## src/rtl/ext_pkg.sv

```systemverilog
package ext_pkg;
  // Condition-flag bit positions touched by sign extension
  localparam int FL_CARRY  = 0;
  localparam int FL_ZERO   = 1;
  localparam int FL_XCARRY = 2;
  localparam int FL_XZERO  = 3;

  typedef enum logic {
    EXT_ZERO = 1'b0,
    EXT_SIGN = 1'b1
  } ext_op_e;

  function automatic bit is_ext_flag(int idx);
    return (idx == FL_CARRY) || (idx == FL_ZERO) ||
           (idx == FL_XCARRY) || (idx == FL_XZERO);
  endfunction
endpackage

```

## src/rtl/ext_core.sv

```systemverilog
module ext_core #(
  parameter int XLEN = 64,
  parameter int PW   = $clog2(XLEN),
  parameter int SW   = $clog2(XLEN / 8) + 1
) (
  input  logic [XLEN-1:0] src_i,
  input  logic [PW-1:0]   pos_i,
  input  logic [SW-1:0]   size_i,
  input  ext_pkg::ext_op_e op_i,
  output logic [XLEN-1:0] ext_o,
  output logic            sign_o,
  output logic            size_ok_o
);
  localparam int MAXB = XLEN / 8;

  logic [SW+2:0]   size_bits;
  logic [PW-1:0]   bits_m1;
  logic [PW-1:0]   eff_pos;
  logic [XLEN-1:0] keep;

  assign size_ok_o = (size_i != '0) &&
                     ((size_i & (size_i - 1'b1)) == '0) &&
                     (size_i <= SW'(MAXB));
  assign size_bits = {size_i, 3'b000};
  assign bits_m1   = size_ok_o ? PW'(size_bits - 1'b1) : PW'(XLEN - 1);
  assign eff_pos   = (op_i == ext_pkg::EXT_SIGN) ? (pos_i & bits_m1) : pos_i;
  assign sign_o    = src_i[eff_pos];

  for (genvar i = 0; i < XLEN; i++) begin : g_bit
    assign keep[i]  = (eff_pos >= PW'(i));
    assign ext_o[i] = keep[i] ? src_i[i]
                              : ((op_i == ext_pkg::EXT_SIGN) & sign_o);
  end
endmodule

```

## src/rtl/ext_merge.sv

```systemverilog
module ext_merge #(
  parameter int XLEN     = 64,
  parameter int SW       = $clog2(XLEN / 8) + 1,
  parameter int ZU_BYTES = 4
) (
  input  logic [XLEN-1:0] ext_i,
  input  logic [XLEN-1:0] old_i,
  input  logic [SW-1:0]   size_i,
  input  logic            size_ok_i,
  output logic [XLEN-1:0] res_o
);
  localparam int NB = XLEN / 8;

  logic zero_upper;
  assign zero_upper = size_ok_i && (size_i == SW'(ZU_BYTES));

  for (genvar b = 0; b < NB; b++) begin : g_lane
    logic lane_wr;
    assign lane_wr = !size_ok_i || (SW'(b) < size_i);
    assign res_o[b*8 +: 8] = lane_wr    ? ext_i[b*8 +: 8] :
                             zero_upper ? 8'h00 : old_i[b*8 +: 8];
  end
endmodule

```

## src/rtl/ext_flags.sv

```systemverilog
module ext_flags #(
  parameter int FW = 8
) (
  input  logic [FW-1:0] flags_i,
  input  logic [FW-1:0] en_i,
  input  logic          upd_i,
  input  ext_pkg::ext_op_e op_i,
  input  logic          sign_i,
  output logic [FW-1:0] flags_o
);
  logic act;
  assign act = upd_i && (op_i == ext_pkg::EXT_SIGN);

  for (genvar f = 0; f < FW; f++) begin : g_flag
    if (ext_pkg::is_ext_flag(f)) begin : g_grp
      assign flags_o[f] = (act && en_i[f]) ? sign_i : flags_i[f];
    end else begin : g_pass
      assign flags_o[f] = flags_i[f];
    end
  end
endmodule

```

## src/rtl/ext_unit.sv

```systemverilog
module ext_unit #(
  parameter int XLEN     = 64,
  parameter int FW       = 8,
  parameter int ZU_BYTES = 4,
  parameter int PW       = $clog2(XLEN),
  parameter int SW       = $clog2(XLEN / 8) + 1
) (
  input  logic            clk,
  input  logic            rst,
  input  logic [XLEN-1:0] src_i,
  input  logic [XLEN-1:0] dst_old_i,
  input  logic [PW-1:0]   pos_i,
  input  logic [SW-1:0]   size_i,
  input  logic            op_sext_i,
  input  logic            flag_upd_i,
  input  logic [FW-1:0]   flag_en_i,
  input  logic [FW-1:0]   flags_i,
  output logic [XLEN-1:0] dst_o,
  output logic [FW-1:0]   flags_o
);
  ext_pkg::ext_op_e op;
  logic [XLEN-1:0]  ext_val;
  logic [XLEN-1:0]  merged;
  logic [FW-1:0]    fl_nxt;
  logic             sign_bit;
  logic             size_ok;

  assign op = op_sext_i ? ext_pkg::EXT_SIGN : ext_pkg::EXT_ZERO;

  ext_core #(.XLEN(XLEN), .PW(PW), .SW(SW)) u_core (
    .src_i(src_i), .pos_i(pos_i), .size_i(size_i), .op_i(op),
    .ext_o(ext_val), .sign_o(sign_bit), .size_ok_o(size_ok)
  );

  ext_merge #(.XLEN(XLEN), .SW(SW), .ZU_BYTES(ZU_BYTES)) u_merge (
    .ext_i(ext_val), .old_i(dst_old_i), .size_i(size_i),
    .size_ok_i(size_ok), .res_o(merged)
  );

  ext_flags #(.FW(FW)) u_flags (
    .flags_i(flags_i), .en_i(flag_en_i), .upd_i(flag_upd_i),
    .op_i(op), .sign_i(sign_bit), .flags_o(fl_nxt)
  );

  always_ff @(posedge clk) begin
    if (rst) begin
      dst_o   <= '0;
      flags_o <= '0;
    end else begin
      dst_o   <= merged;
      flags_o <= fl_nxt;
    end
  end
endmodule

```

## config.mk

```make
export PLATFORM = sky130hd
export DESIGN_NAME = ext_unit
export DESIGN_NICKNAME = d
export VERILOG_FILES = /design/src/rtl/ext_pkg.sv /design/src/rtl/ext_core.sv /design/src/rtl/ext_merge.sv /design/src/rtl/ext_flags.sv /design/src/rtl/ext_unit.sv
export SDC_FILE = /design/constraint.sdc
export NUM_CORES = 1
export LEC_CHECK = 0
export BUFFER_PORTS_ARGS = -buffer_cell sky130_fd_sc_hd__buf_2
export CAP_MARGIN = 20
export CELL_PAD_IN_SITES_DETAIL_PLACEMENT = 0
export CELL_PAD_IN_SITES_GLOBAL_PLACEMENT = 1
export CORE_MARGIN = 1
export CORE_UTILIZATION = 34
export CTS_CLUSTER_SIZE = 25
export DETAILED_ROUTE_END_ITERATION = 10
export PLACE_DENSITY = 0.87
export SETUP_SLACK_MARGIN = 0.02
export SLEW_MARGIN = 10
export SYNTH_ARGS = -nofsm -noshare
export SYNTH_HDL_FRONTEND = slang
export SYNTH_HIERARCHICAL = 1
export SYNTH_SLANG_ARGS = --single-unit
export TNS_END_PERCENT = 5
```

## constraint.sdc

```tcl
create_clock -name clk -period 3.95 [get_ports clk]
set_input_delay 0.395 -clock clk [delete_from_list [all_inputs] [get_ports clk]]
set_output_delay 0.395 -clock clk [all_outputs]
set_load 0.01 [all_outputs]
```

## Word level (Yosys, flattened, before mapping)

Index checks and enable logic that the tools add are counted.

- Flip-flop bits (word level): 72
- Output and inout bits: 72
- Bits of input ports: 158
- Logic and storage cells: 190

- Add/sub/neg operators: 2
- Bitwise operators: 3
- Reductions and logical operators: 19
- $lt $le $gt $ge: 74
- Multiplexer cells: 89
- Equal/unequal tests: 1

Operators with widths:

| cell | number |
|---|---|
| $ge A6 B6 Y1 const B | 32 |
| $mux W8 | 16 |
| $ge A6 B5 Y1 const B | 16 |
| $mux W1 | 70 |
| $ge A6 B4 Y1 const B | 8 |
| $ge A6 B3 Y1 const B | 4 |
| $lt A3 B4 Y1 const A | 4 |
| $ge A6 B1 Y1 const B | 2 |
| $ge A6 B2 Y1 const B | 2 |
| $mux W6 | 2 |
| $logic_and A1 B1 Y1 | 8 |
| $logic_or A1 B1 Y1 | 8 |
| $lt A1 B4 Y1 const A | 2 |
| $lt A2 B4 Y1 const A | 2 |
| $lt A6 B7 Y1 const B | 1 |
| $and A6 B6 Y6 | 1 |
| $bmux W1 S6 | 1 |
| $sub A6 B1 Y6 const B | 1 |
| $and A4 B4 Y4 | 1 |
| $eq A4 B3 Y1 const B | 1 |
| $le A4 B4 Y1 const B | 1 |
| $logic_not A4 Y1 | 1 |
| $reduce_bool A4 Y1 | 1 |
| $sub A4 B1 Y4 const B | 1 |
| 2 further kinds | 2 |

## Longest topological paths before layout

- Depth after elaboration: 13
- Depth in mapped cells: 15
- Depth with buffers taken out: 13

## By module

Netlist, hierarchy kept.

By module, submodules not included:

| module | cells an instance | times used | area each (sq um) | sequential area each (sq um) |
|---|---|---|---|---|
| ext_unit | 152 | 1 | 1981.9 | 1441.4 |
| ext_core | 241 | 1 | 1925.6 | 0.0 |
| ext_merge | 120 | 1 | 889.6 | 0.0 |
| ext_flags | 12 | 1 | 95.1 | 0.0 |

## Worst setup path after synthesis

No wires, ideal clock.

- Path type: input to register
- Start point: in size_i[1]
- End point: reg dst_o[41]
- Library setup time: 0.114 ns
- Path slack: 0.726 ns
- Data required time: 3.836 ns
- Arrival time: 3.110 ns
- Cell stages on the path: 14
- Buffers on the path: 2
- Path through: inv_1 > ha_1 > inv_1 > ha_1 > or2_4 > o41ai_4 > buf_6 > mux2i_1 > mux4_2 > o22ai_4 > buf_6 > mux2_1 > a22o_1 > nor2b_1

- Word-level cells in the longest chain between the ends: 13
- Elaborated cells on any way between the ends: 23
- Classes of those cells: 2 x add/sub; 3 x order compare; 1 x eq/ne; 7 x mux; 3 x bitwise; 7 x reduce/logical

RTL lines:

| what | RTL line | source |
|---|---|---|
| start: declaration | ext_unit.sv:13 | `input logic [SW-1:0] size_i,` |
| $sub A4 B1 Y4 | ext_core.sv:22 | `((size_i & (size_i - 1'b1)) == '0) &&` |
| $and A4 B4 Y4 | ext_core.sv:22 |  |
| $logic_not A4 Y1 | ext_core.sv:22 |  |
| $logic_and A1 B1 Y1 | ext_core.sv:21 | `assign size_ok_o = (size_i != '0) &&` |
| $logic_and A1 B1 Y1 | ext_core.sv:22 |  |
| $mux W6 * | ext_core.sv:25 | `assign bits_m1 = size_ok_o ? PW'(size_bits - 1'b1) : PW'(XLEN - 1);` |
| $and A6 B6 Y6 * | ext_core.sv:26 | `assign eff_pos = (op_i == ext_pkg::EXT_SIGN) ? (pos_i & bits_m1) : pos_i;` |
| $mux W6 * | ext_core.sv:26 |  |
| $bmux W1 S6 | ext_core.sv:27 | `assign sign_o = src_i[eff_pos];` |
| $mux W1 (not written as such) | ext_core.sv:27 |  |
| $and A1 B1 Y1 | ext_core.sv:32 | `: ((op_i == ext_pkg::EXT_SIGN) & sign_o);` |
| $mux W1 * | ext_core.sv:31 | `assign ext_o[i] = keep[i] ? src_i[i]` |
| via ext_val[41] | ext_unit.sv:22 | `logic [XLEN-1:0] ext_val;` |
| $mux W8 * | ext_merge.sv:20 | `assign res_o[b*8 +: 8] = lane_wr ? ext_i[b*8 +: 8] :` |
| via merged[41] | ext_unit.sv:23 | `logic [XLEN-1:0] merged;` |
| end signal: assignment | ext_unit.sv:50 | `dst_o <= merged;` |
| end: declaration | ext_unit.sv:18 | `output logic [XLEN-1:0] dst_o,` |

Mark *: on every way through the listed nets, which the timed path passes. The rest lies on a longest branch. The select of a mux whose other input is x is not followed.
A chain may end at the register's enable or synchronous reset.

## Worst setup path in the final report

- Start point: in size_i[1]
- End point: reg dst_o[21]

The elaborated chain is that of the path after synthesis.

==> summary.md <==
| Metric | Value |
|---|---|
| Final hold viol count | 0 |
| Main synth FF type | dfxtp_1 |
| Unrepaired setup endpoints after global routing | no |
| Yosys warnings | 6 |
| ANT nets after route | 0 |
| Syn Inst Count | between 500 and 600 |
| Worst slew pin tran | about 740 ps |
| Hold Crit Class | in2reg |
| Max_cap viols | 0 |
| Clock share of power | around 37% |
| Clock tree buffer depth | 2 |
| Total grt overflow | 0 |
| FMAX | a little under 0.3 GHz |
| Die Y-Extent | ~120 µm |
| Mapped Nets | about 700 |
| Root Driver | clkbuf_16 |
| Vias in the first global route | 4577 |
| Vias | 4575 |
| Mean Syn Cell Area | 9.32 µm² |
| Routed vias/inst | 4.98 |
| Die Wd | 122 µm |
| EDFF count, synth | 0 |
| Commonest non-fill, non-tap cell in the layout | buf_2 |
| Xor and xnor area share after synthesis | 0% |
| Post-Place Setup Slack | 193 ps |
| Clock sinks | 72 |
| Dpl hpwl | roughly 13000 µm |
| Maximum fanout along the worst path | 20 |
| Post-synthesis mux area share | between 30% and 40% |
| WL final | 16200 µm |
| Multi-input gate area | between 0.003 and 0.004 mm² |
| Antenna violations before repair | 0 |
| First-pass GRT wire length | 24300 µm |
| Combinational share of power | between 20% and 30% |
| Switching share of power | ~28% |
| Internal power | roughly 1.6 mW |
| #FFs+latches synth | 72 |
| CP Class | in2reg |
| Slew HR | between 50 and 60% |
| Clk slew on worst S/H paths | 60 ps |
| IO Count | 230 |
| Kind of end point of the critical path | flop |
| Tmin final | 3440 ps |
| Peak VDD IR | around 0.21 mV |
| WP data required | roughly 4200 ps |
| First-pass iteration count of the detailed router | 7 |
| Iter 0 DRT Violations | approximately 190 |
| Worst setup SP type | input pin |
| Pwr Density | ~360 mW/mm² |
| Nets@finish | approximately 900 |
| Cell row count | 43 |
| Hold_ws | ~260 ps |
| Final core utilization | 45.9% |
| Simple-gate share of the synthesized area | roughly a fifth |
| Core area | approximately 0.014 mm² |
| Sw Pwr | roughly 0.65 mW |
| Period utilization | 87.2% |
| Crit path DAT | 3720 ps |
| Seq pwr share | a little over a third |
| Synth Area in Compound Gates | 11.2% |
| All-Layer GR Usage | between 20% and 30% |
| CTS tree | done |
| Hold_buf cts | 0 |
| Largest family of logic cells by synthesized area | multiplexers |
| Full die area | ~0.015 mm² |
| Netlist cell types | 39 |
| CTS buffer count | 9 |
| Fill count | ~1400 |
| Most frequent cells in the layout | 225 x buf_2, 80 x mux2_2, 74 x nor2b_1 |
| Leak | approximately 3.1 nW |
| Final setup vio count | 0 |
| Share of cells above drive strength 1 | between 40% and 50% |
| Final max-slew violation count | 0 |
| H-tree Lvls | 3 |
| Resize count post-CTS | 0 |
| Layout area overhead | 30.7% |
| Number of port buffers | approximately 230 |
| Status | complete, no violations |
| Worst setup margin | 506 ps |
| Initial Util | between 30% and 40% |
| Post-synth ARST share | 0% |
| Syn Std Cell Area | ~0.0049 mm² |
| Synth Area in Adders | less than 1% |
| Post-CTS Setup Bufs | 0 |
| Largest net degree at the start of global routing | 39 |
| WL per Instance | 17.7 µm |
| Fin Setup TNS | 0 ps |
| DRC | 0 |
| Routability cong. | ~0.8 |
| ANT cells | 0 |
| Seq. cell area | approximately 0.0014 mm² |
| Sequential area share after synthesis | between 20 and 30% |
## cell families after synthesis
family,count (synthesis)
DFF,72
muxes,121
buffers and inverters,54
and+or+nand+nor,199
adders and majority gates,3
AOI/OAI and AO/OA,76
## worst paths after layout
path	start	endpoint	slack, ps	cells after the start
setup / recovery	size_i[1]	dst_o[21]$_SDFF_PP0_	510	15
hold / removal	flags_i[4]	flags_o[4]$_SDFF_PP0_	260	2
## Yosys cell counts, types with 2 or more instances
cell / count / area (µm²)
a21oi_1: 15 / 75.1
nor2_1: 39 / 146
mux4_2: 18 / 405
nand3_1: 8 / 40.0
mux2_2: 80 / 901
o21ai_0: 22 / 110
nand2b_1: 3 / 18.8
clkbuf_1: 16 / 60.1
nand2_1: 66 / 248
buf_6: 12 / 135
mux2i_1: 17 / 170
ha_1: 3 / 37.5
o21a_1: 2 / 15.0
dfxtp_1: 72 / 1440
buf_2: 8 / 40.0
a31o_2: 2 / 17.5
o21ai_1: 2 / 10.0
mux2_1: 6 / 67.6
buf_1: 2 / 7.51
buf_4: 5 / 37.5
inv_1: 11 / 41.3
nor2b_1: 74 / 463
a211o_1: 10 / 87.6
a22o_1: 17 / 149
## stage by stage
stage	instance area [µm²]	std cells	total power, mW
floorplan	4890	525	1.24
global placement	6090	903	1.46
detailed placement	6090	903	1.47
CTS	6400	919	2.33
global route	6400	919	2.42
finish	6400	919	2.29
## registers in the layout, indices dropped and copies added, names as in the netlist
name / count
dst_o: 64
flags_o: 8
## power groups by stage
stage	Combinational (mW)	Sequential [mW]	Clock [mW]
6_report	0.652	0.802	0.840
5_1_grt	0.713	0.807	0.896
4_1_cts	0.655	0.803	0.870
3_5_place_dp	0.653	0.818	0
3_3_place_gp	0.647	0.817	0
2_1_floorplan	0.386	0.854	0
## area by class of cell
| class | instances | area share [%] |
|---|---|---|
| Clock inverter | 5 | 0.861 |
| Sequential cell | 72 | 22.5 |
| Timing Repair Buffer | 241 | 19.5 |
| Clock buffer | 11 | 3.95 |
| Inverter | 11 | 0.646 |
| Tap cell | 180 | 3.52 |
| Multi-Input combinational cell | 399 | 49.0 |
## routing by layer
layer	wire length (µm)	share of wire, %	vias up	GRT usage [%]
li1	-	-	2248	-
met1	6790	42	2113	26.9
met2	7930	49	198	37.5
met3	1330	8.2	16	6.46
met4	190	1.2	0	6.10
met5	0	0	-	0
## critical path, cell delays in order
cell and delay [ps]:
buf_2 100, inv_1 70, ha_1 180, inv_1 50, ha_1 180, or2_4 270, o41ai_4 320, buf_4 220
mux2i_1 100, mux4_2 500, nor2b_1 540, buf_4 330, mux2_2 200, mux2_2 130, nor2b_1 110
No activity file was read; power rests on OpenSTA's default activity.
